### src/rtl/dot_tile_pkg.sv
package dot_tile_pkg;
  localparam int unsigned COL_W  = 32;
  localparam int unsigned ROW_N  = 16;
  localparam int unsigned ADDR_W = $clog2(ROW_N);
  localparam int unsigned CLR_N  = 2;   // 0: red, 1: green
endpackage

### src/rtl/serial_shift.sv
module serial_shift #(
  parameter int unsigned W = 32
) (
  input  logic         clk_i,
  input  logic         rst_ni,
  input  logic         ser_i,
  output logic [W-1:0] cur_o,
  output logic [W-1:0] nxt_o,
  output logic         tail_o
);
  logic [W-1:0] sr_q;

  assign nxt_o  = {sr_q[W-2:0], ser_i};
  assign cur_o  = sr_q;
  assign tail_o = sr_q[W-1];

  always_ff @(posedge clk_i or negedge rst_ni) begin
    if (!rst_ni) sr_q <= '0;
    else         sr_q <= nxt_o;
  end

  p_shift_r1: assert property (@(posedge clk_i) disable iff (!rst_ni)
    cur_o[W-1:1] == $past(cur_o[W-2:0]));
  p_tail_r7: assert property (@(posedge clk_i) disable iff (!rst_ni)
    tail_o == $past(cur_o[W-2]));
endmodule

### src/rtl/col_hold.sv
module col_hold #(
  parameter int unsigned W = 32
) (
  input  logic         clk_i,
  input  logic         rst_ni,
  input  logic         load_i,
  input  logic [W-1:0] cur_i,
  input  logic [W-1:0] nxt_i,
  output logic [W-1:0] q_o
);
  logic [W-1:0] hold_q;

  // Clocked stand-in for a transparent latch: hold tracks what the register becomes.
  always_ff @(posedge clk_i or negedge rst_ni) begin
    if (!rst_ni)     hold_q <= '0;
    else if (load_i) hold_q <= nxt_i;
  end

  assign q_o = load_i ? cur_i : hold_q;

  p_hold_r3: assert property (@(posedge clk_i) disable iff (!rst_ni)
    (!load_i && $past(!load_i)) |-> $stable(q_o));
endmodule

### src/rtl/row_decode.sv
module row_decode #(
  parameter int unsigned N = 16,
  localparam int unsigned AW = $clog2(N)
) (
  input  logic [AW-1:0] addr_i,
  input  logic          en_i,
  output logic [N-1:0]  row_o
);
  for (genvar r = 0; r < N; r++) begin : g_row
    assign row_o[r] = en_i && (addr_i == AW'(r));
  end
endmodule

### src/rtl/dot_tile_drv.sv
module dot_tile_drv
  import dot_tile_pkg::*;
(
  input  logic              clk_i,
  input  logic              rst_ni,
  input  logic [ADDR_W-1:0] addr_i,
  input  logic              red_ser_i,
  input  logic              grn_ser_i,
  input  logic              load_i,
  input  logic              blank_i,
  output logic [COL_W-1:0]  red_col_o,
  output logic [COL_W-1:0]  grn_col_o,
  output logic [ROW_N-1:0]  row_sel_o,
  output logic [ADDR_W-1:0] addr_o,
  output logic              red_ser_o,
  output logic              grn_ser_o,
  output logic              load_o,
  output logic              blank_o,
  output logic              clk_o
);
  logic [CLR_N-1:0]            ser_in, ser_tail;
  logic [CLR_N-1:0][COL_W-1:0] cur, nxt, col;

  assign ser_in = {grn_ser_i, red_ser_i};

  for (genvar c = 0; c < CLR_N; c++) begin : g_clr
    serial_shift #(.W(COL_W)) u_shift (
      .clk_i (clk_i), .rst_ni (rst_ni), .ser_i (ser_in[c]),
      .cur_o (cur[c]), .nxt_o (nxt[c]), .tail_o (ser_tail[c])
    );
    col_hold #(.W(COL_W)) u_hold (
      .clk_i (clk_i), .rst_ni (rst_ni), .load_i (load_i),
      .cur_i (cur[c]), .nxt_i (nxt[c]), .q_o (col[c])
    );
  end

  row_decode #(.N(ROW_N)) u_rows (
    .addr_i (addr_i), .en_i (!blank_i), .row_o (row_sel_o)
  );

  assign red_col_o = blank_i ? '0 : col[0];
  assign grn_col_o = blank_i ? '0 : col[1];
  assign red_ser_o = ser_tail[0];
  assign grn_ser_o = ser_tail[1];
  assign addr_o    = addr_i;
  assign load_o    = load_i;
  assign blank_o   = blank_i;
  assign clk_o     = clk_i;

  p_row_onehot_r4: assert property (@(posedge clk_i) disable iff (!rst_ni)
    !blank_i |-> ($countones(row_sel_o) == 1 && row_sel_o[addr_i]));
  p_blank_off_r5: assert property (@(posedge clk_i) disable iff (!rst_ni)
    blank_i |-> (row_sel_o == '0 && red_col_o == '0 && grn_col_o == '0));
  p_row_onehot0_r4: assert property (@(posedge clk_i) disable iff (!rst_ni)
    $onehot0(row_sel_o));
endmodule

### config.mk
export PLATFORM = sky130hd
export DESIGN_NAME = dot_tile_drv
export DESIGN_NICKNAME = d
export VERILOG_FILES = /design/src/rtl/dot_tile_pkg.sv /design/src/rtl/serial_shift.sv /design/src/rtl/col_hold.sv /design/src/rtl/row_decode.sv /design/src/rtl/dot_tile_drv.sv
export SDC_FILE = /design/constraint.sdc
export NUM_CORES = 1
export LEC_CHECK = 0
export BUFFER_PORTS_ARGS = -buffer_cell sky130_fd_sc_hd__buf_2
export CAP_MARGIN = 10
export CELL_PAD_IN_SITES_DETAIL_PLACEMENT = 2
export CELL_PAD_IN_SITES_GLOBAL_PLACEMENT = 2
export CORE_MARGIN = 3
export CORE_UTILIZATION = 34
export CTS_CLUSTER_DIAMETER = 120
export DETAILED_ROUTE_END_ITERATION = 10
export PLACE_DENSITY_LB_ADDON = 0.1
export SLEW_MARGIN = 20
export SYNTH_ARGS = -nofsm -noshare
export SYNTH_HDL_FRONTEND = slang
export SYNTH_SLANG_ARGS = --single-unit
### constraint.sdc
create_clock -name clk_i -period 0.85 [get_ports clk_i]
set_clock_uncertainty 0.05 [all_clocks]
set_input_delay 0.085 -clock clk_i [delete_from_list [all_inputs] [get_ports clk_i]]
set_output_delay 0.085 -clock clk_i [all_outputs]
set_load 0.05 [all_outputs]
==> results of run 1 <==
## cell families after synthesis
family / Yosys count / synth area share
simple gates: 217 / 0.2136
flops: 128 / 0.6834
compound gates: 64 / 0.06834
buf+inv: 28 / 0.03470
## per-stage QoR
stage	setup TNS (ns)	setup WS (ns)	cells
after floorplan	-7.271	-0.2939	437
after global placement	-28.43	-0.3818	781
after detailed placement	-33.61	-0.4519	781
==> results.json, run 1 <==
{
  "synth_top_area_cell": "dfrtp_1",
  "dp_hpwl_um": 11460,
  "yosysMostFrequentCell": "nand2_1",
  "synth_cell_type_count": 13,
  "start_util": 0.3511,
  "ys.warnings.count": 0,
  "globalplace.congestion": 0.7258,
  "synth_fp_nets": 447,
  "syn_inst": 437,
  "synth_common_cells": "nand2_1 (131), dfrtp_1 (128), nand2b_1 (66)",
  "syn_avg_cell_area_um2": 10.73,
  "die_h_um": 123.4,
  "cts_setup_buffers": 59,
  "synth-async-reset-ratio": 1.000,
  "yosys.area.top_type_share": 0.6834,
  "num_rows": 42,
  "netlist_top_cells_area": "dfrtp_1 (68%), nand2_1 (10%), nand2b_1 (8.8%), a21oi_1 (6.8%), buf_4 (1.9%)",
  "io-pin-count": 99,
  "ys_seq_area_frac": 0.6834,
  "yosys_most_used_dff": "dfrtp_1",
  "synth_enable_flop_cells": 0,
  "syn_area_um2": 4687,
  "die_w_um": 123.4,
  "cts_hold_buf": 4,
  "io_buffers": 98,
  "synth-seq-cells": 128,
  "status": "did not finish",
  "cts-resized-gates": 304,
  "placed_area_um2": 7471,
  "lastStage": "4_1_cts",
  "stop_error": "[ERROR DPL-0033] detailed placement checks failed during check placement."
}
==> inputs of run 2 (changes only) <==
--- a/config.mk
+++ b/config.mk
@@ -7,13 +7,10 @@
 export LEC_CHECK = 0
 export BUFFER_PORTS_ARGS = -buffer_cell sky130_fd_sc_hd__buf_2
 export CAP_MARGIN = 10
-export CELL_PAD_IN_SITES_DETAIL_PLACEMENT = 2
-export CELL_PAD_IN_SITES_GLOBAL_PLACEMENT = 2
 export CORE_MARGIN = 3
-export CORE_UTILIZATION = 34
-export CTS_CLUSTER_DIAMETER = 120
+export CORE_UTILIZATION = 25
 export DETAILED_ROUTE_END_ITERATION = 10
-export PLACE_DENSITY_LB_ADDON = 0.1
+export PLACE_DENSITY_LB_ADDON = 0.15
 export SLEW_MARGIN = 20
 export SYNTH_ARGS = -nofsm -noshare
 export SYNTH_HDL_FRONTEND = slang
==> run 2 against run 1 <==
Net effect: the flow now finishes, with violations (negative hold slack, negative setup slack); area after synthesis did not move; synthesized cell count did not move.
==> results.json, run 2 <==
{
  "grt_pass1_vias": 4307,
  "synth_enable_flop_cells": 0,
  "drt_drc_violations_left": 0,
  "viasPerCell": 4.229,
  "yosys.area.top_type_share": 0.6834,
  "clk_latency_ns": 0.52,
  "netlist_top_cells_area": "dfrtp_1 (68%), nand2_1 (10%), nand2b_1 (8.8%), a21oi_1 (6.8%), buf_4 (1.9%)",
  "cts_tree": "yes",
  "synth_cell_type_count": 13,
  "required_ns": 0.71,
  "coreArea_um2": 18210,
  "fmax_ghz": 0.6853,
  "groute.usage.overall": 0.1317,
  "worst-setup-path-type": "reg2out",
  "cts_hold_buf": 5,
  "synth-seq-cells": 128,
  "area_growth_pct": 106.6,
  "ys.warnings.count": 0,
  "period_needed_ns": 1.459,
  "yosys_most_used_dff": "dfrtp_1",
  "start_kind": "register",
  "setup_viol": 92,
  "maxSlewViolCount": 0,
  "syn_avg_cell_area_um2": 10.73,
  "dieArea_um2": 20430,
  "fin_crit_sh": 1.717,
  "setup_slack_ns": -0.6091,
  "grt_overflow_total": 0,
  "synth_top_area_cell": "dfrtp_1",
  "synth_fp_nets": 447,
  "synth-async-reset-ratio": 1.000,
  "drtIter0Drc": 100,
  "peakVddDrop_uv": 1378,
  "antenna_left": 0,
  "layout_commonest_cell": "buf_4",
  "globalplace.congestion": 0.7100,
  "finalHoldViolCount": 12,
  "timing.max_slew.rel_slack": 0.4773,
  "die_w_um": 142.9,
  "dr.pass1.iters": 4,
  "yosysMostFrequentCell": "nand2_1",
  "vias": 3937,
  "whs_ns": -0.1005,
  "reg2reg_slack_ns": -0.11,
  "leakagePower_nw": 4.508,
  "die_h_um": 142.9,
  "end_kind": "output pin",
  "nNetsFinal": 700,
  "routed_wirelength_um": 12730,
  "start_util": 0.2574,
  "antenna_found_initial": 0,
  "io-pin-count": 99,
  "status": "complete, but fails checks",
  "violations": "negative hold slack, negative setup slack",
  "total_power_mw": 20.12,
  "wire_per_inst_um": 13.67,
  "syn_inst": 437,
  "min_path_type": "in2async",
  "synth_common_cells": "nand2_1 (131), dfrtp_1 (128), nand2b_1 (66)",
  "drv_cap": 0,
  "grt_max_degree": 51,
  "power_density_nw_per_um2": 2078,
  "clkTransAtPathRegs_ns": 0.06,
  "diodes": 0,
  "worst_slew_pin_slew_ns": 0.7840,
  "cp_max_fo": 2,
  "final_cell_mix": "buf_4 (128), dfrtp_1 (126), buf_6 (83)",
  "grt_setup_unrepaired": "true",
  "dp_hpwl_um": 8140,
  "num_rows": 49,
  "syn_area_um2": 4687,
  "io_buffers": 98,
  "grt_pass1_wl_um": 21050,
  "drive_above_1_share": 0.7279,
  "cp_data_arrival_time_ns": 1.32,
  "ys_seq_area_frac": 0.6834
}
-- run 2: cell counts after synthesis --
No cell type changed its count.
-- run 2: layout make-up --
class,count,area [um^2]
multi-input cells,281,2853
fillers,1550,8527
clock inverters,13,259.0
well taps,229,286.5
clock buffers,21,509.2
flip-flops and latches,128,3206
repair buffers,259,2569
-- run 2: worst paths after layout --
path / from / end / depth (start not counted)
max in group asynchronous: rst_ni / g_clr[0].u_shift.cur_o[31] / 3
worst max register to register: g_clr[0].u_shift.cur_o[23] / g_clr[0].u_hold.hold_q[24] / 5
worst min-delay path: rst_ni / g_clr[1].u_hold.hold_q[30] / 2
worst min register to register: g_clr[1].u_shift.cur_o[20] / g_clr[1].u_shift.cur_o[21] / 0
min in group clk_i: load_i / g_clr[0].u_hold.hold_q[4] / 3
worst max-delay path: g_clr[0].u_hold.hold_q[31] / red_col_o[31] / 3
-- run 2: what timing repair did --
| item | in CTS | in global routing |
|---|---|---|
| hold endpoints to repair | 138 | 12 |
| buffers inserted | 37 | 33 |
| cloned | 0 | 0 |
| pin swaps | 59 | 40 |
| setup endpoints to repair | 92 | 97 |
| gates resized for setup | 246 | 49 |
-- run 2: logic make-up (layout without fill, tap and decap cells) --
kind of cell / after synthesis / count (layout) / synth area share
compound gates: 64 / 64 / 0.06834
buf+inv: 28 / 293 / 0.03470
simple gates: 217 / 217 / 0.2136
flops: 128 / 128 / 0.6834
-- run 2: critical path: stages (launching register included) --
cell	delay, ns
dfrtp_1	0.32
nand2b_1	0.11
a21oi_4	0.20
buf_6	0.18
-- run 2: stage by stage --
stage               worst slack [ns]  utilization  area (um^2)  TNS, ns  std cells
global route                 -0.6610       0.5317         9682   -45.24        931
finish                       -0.6091       0.5317         9682   -40.46        931
CTS                          -0.6386       0.5129         9339   -42.20        908
global placement             -0.4330       0.4127         7515   -39.82        833
floorplan                    -0.2939            -         6191   -7.271        437
detailed placement           -0.4400       0.4127         7515   -40.31        833
-- run 2: power breakdown --
| group | leakage (nW) | switching, mW | internal (mW) | total, mW |
|---|---|---|---|---|
| Sequential | 1.52 | 0.322 | 6.53 | 6.85 |
| Combinational | 2.62 | 2.09 | 1.71 | 3.80 |
| Clock | 0.363 | 3.00 | 6.46 | 9.46 |
-- run 2: metal layers --
| metal | track usage | wire length, um | vias up |
|---|---|---|---|
| li1 | - | - | 1903 |
| met1 | 0.1620 | 5540 | 1944 |
| met2 | 0.2156 | 6472 | 80 |
| met3 | 0.04320 | 567 | 10 |
| met4 | 0.05003 | 146 | 0 |
| met5 | 0 | 0 | - |
Power figures use the tool's default switching activity.
==> inputs of run 3 (changes only) <==
--- a/config.mk
+++ b/config.mk
@@ -7,7 +7,7 @@
 export LEC_CHECK = 0
 export BUFFER_PORTS_ARGS = -buffer_cell sky130_fd_sc_hd__buf_2
 export CAP_MARGIN = 10
-export CORE_MARGIN = 3
+export CORE_MARGIN = 4
 export CORE_UTILIZATION = 25
 export DETAILED_ROUTE_END_ITERATION = 10
 export PLACE_DENSITY_LB_ADDON = 0.15
==> constraint.sdc (replaced) <==
create_clock -name clk_i -period 0.85 [get_ports clk_i]
set_clock_uncertainty 0.05 [all_clocks]
set_input_delay 0.0425 -clock clk_i [delete_from_list [all_inputs] [get_ports clk_i]]
set_output_delay 0.0425 -clock clk_i [all_outputs]
set_load 0.05 [all_outputs]
==> run 3 against run 2 <==
Net effect: critical path depth unchanged; highest routed layer unchanged; final cell count fell by 0.54%; combinational power is 2% lower; worst hold slack got worse by 0.031 ns; via count shrank 1.1%; the flow still finishes with violations (negative hold slack, negative setup slack); fmax is 2.2% higher; sequential share of layout area up 0.85 points; die area up 2.8%; cell area shrank 2.5%; clock power is 5.2% lower.
==> results.json, run 3 (synthesized netlist as in run 2, its figures left out) <==
{
  "cts_hold_buf": 3,
  "grt_pass1_vias": 4349,
  "cts_tree": "yes",
  "end_kind": "output pin",
  "worst-setup-path-type": "reg2out",
  "n_fill_cell": 1551,
  "viasPerCell": 4.206,
  "whs_ns": -0.1318,
  "peakVddDrop_uv": 2165,
  "clkTransAtPathRegs_ns": 0.06,
  "min_path_type": "in2reg",
  "groute.usage.overall": 0.1241,
  "hp-start": "load_i",
  "dr.pass1.iters": 4,
  "violations": "negative hold slack, negative setup slack",
  "reg2reg_slack_ns": -0.05,
  "worst_slew_pin_slew_ns": 0.3193,
  "status": "complete, but fails checks",
  "setup_viol": 89,
  "antenna_left": 0,
  "layout_commonest_cell": "dfrtp_1",
  "io-pin-count": 99,
  "vias": 3895,
  "dieArea_um2": 21000,
  "grt_setup_unrepaired": "true",
  "grt_overflow_total": 0,
  "drive_above_1_share": 0.7116,
  "antenna_found_initial": 0,
  "nNetsFinal": 694,
  "period_needed_ns": 1.427,
  "start_kind": "register",
  "num_rows": 49,
  "grt_pass1_wl_um": 21130,
  "cp_data_arrival_time_ns": 1.33,
  "placedCellCount": 815,
  "diodes": 0,
  "power_density_nw_per_um2": 2067,
  "leakagePower_nw": 4.337,
  "globalplace.congestion": 0.7066,
  "cp_max_fo": 2,
  "wire_per_inst_um": 13.48,
  "drv_cap": 0,
  "drtIter0Drc": 129,
  "coreArea_um2": 18210,
  "routed_wirelength_um": 12490,
  "fin_crit_sh": 1.679,
  "io_buffers": 98,
  "dp_hpwl_um": 8002,
  "timing.max_slew.rel_slack": 0.7871,
  "required_ns": 0.76,
  "die_w_um": 144.9,
  "finalHoldViolCount": 4,
  "maxSlewViolCount": 0,
  "fmax_ghz": 0.7006,
  "start_util": 0.2574,
  "critPathLaunch": "g_clr[0].u_shift.cur_o[9]",
  "die_h_um": 144.9,
  "drt_drc_violations_left": 0,
  "final_core_util": 0.5184,
  "final_cell_mix": "dfrtp_1 (126), buf_4 (123), buf_6 (90)",
  "tns_ns": -36.01,
  "clk_latency_ns": 0.52,
  "grt_max_degree": 58,
  "r2r_start": "g_clr[0].u_shift.cur_o[26]",
  "layoutNonFillerInstCount": 926,
  "setup_slack_ns": -0.5772,
  "area_growth_pct": 101.4
}
run 3: path summary, 6_finish.rpt:
check | to | cells past startpoint
max | red_col_o[9] | 3
min | g_clr[0].u_hold.hold_q[21] | 3
max reg2reg | g_clr[0].u_shift.cur_o[27] | 3
min reg2reg | g_clr[0].u_shift.cur_o[22] | 0
max in group asynchronous | g_clr[0].u_shift.cur_o[31] | 3
min in group asynchronous | g_clr[1].u_shift.cur_o[21] | 3
run 3: area by class of cell:
cell class	count	area (um^2)	area share
clock inverters	13	209.0	0.02214
repair buffers	253	2497	0.2646
clock buffers	22	523.0	0.05541
flip-flops and latches	128	3206	0.3396
multi-input cells	281	2718	0.2879
well taps	229	286.5	0.03036
run 3: what timing repair did:
item | in CTS | in global routing
resized for setup | 248 | 57
endpoints found under the setup margin | 92 | 103
buffers inserted | 57 | 38
endpoints found under the hold margin | 136 | 4
pin swaps | 55 | 24
run 3: worst max-delay path, cell delays in order, from the launching register on:
cell	delay, ns
dfrtp_1	0.38
nand2_2	0.09
a21oi_4	0.18
buf_8	0.16
run 3: routing by layer:
layer	part of all wire	routed length [um]	GRT usage	vias to the layer above
met2	0.49	6087	0.2005	84
li1	-	-	-	1885
met1	0.44	5552	0.1521	1911
met3	0.052	650	0.04521	15
met4	0.016	197	0.04846	0
met5	0	0	0	-
run 3: power by group:
part / total (mW) / switching, mW / internal [mW]
combinational: 3.74 / 2.10 / 1.64
sequential: 6.80 / 0.271 / 6.53
clock: 8.97 / 3.01 / 5.96
run 3: through the flow:
stage	power [mW]	hold slack (ns)	setup slack [ns]	area, um^2
after floorplan	9.207	-0.3031	-0.2089	5921
after global placement	10.04	0.04329	-0.3161	7207
after detailed placement	10.08	0.04294	-0.3542	7207
after CTS	19.59	-0.1532	-0.5802	9125
after global routing	20.31	-0.1345	-0.6232	9439
final	19.51	-0.1318	-0.5772	9439
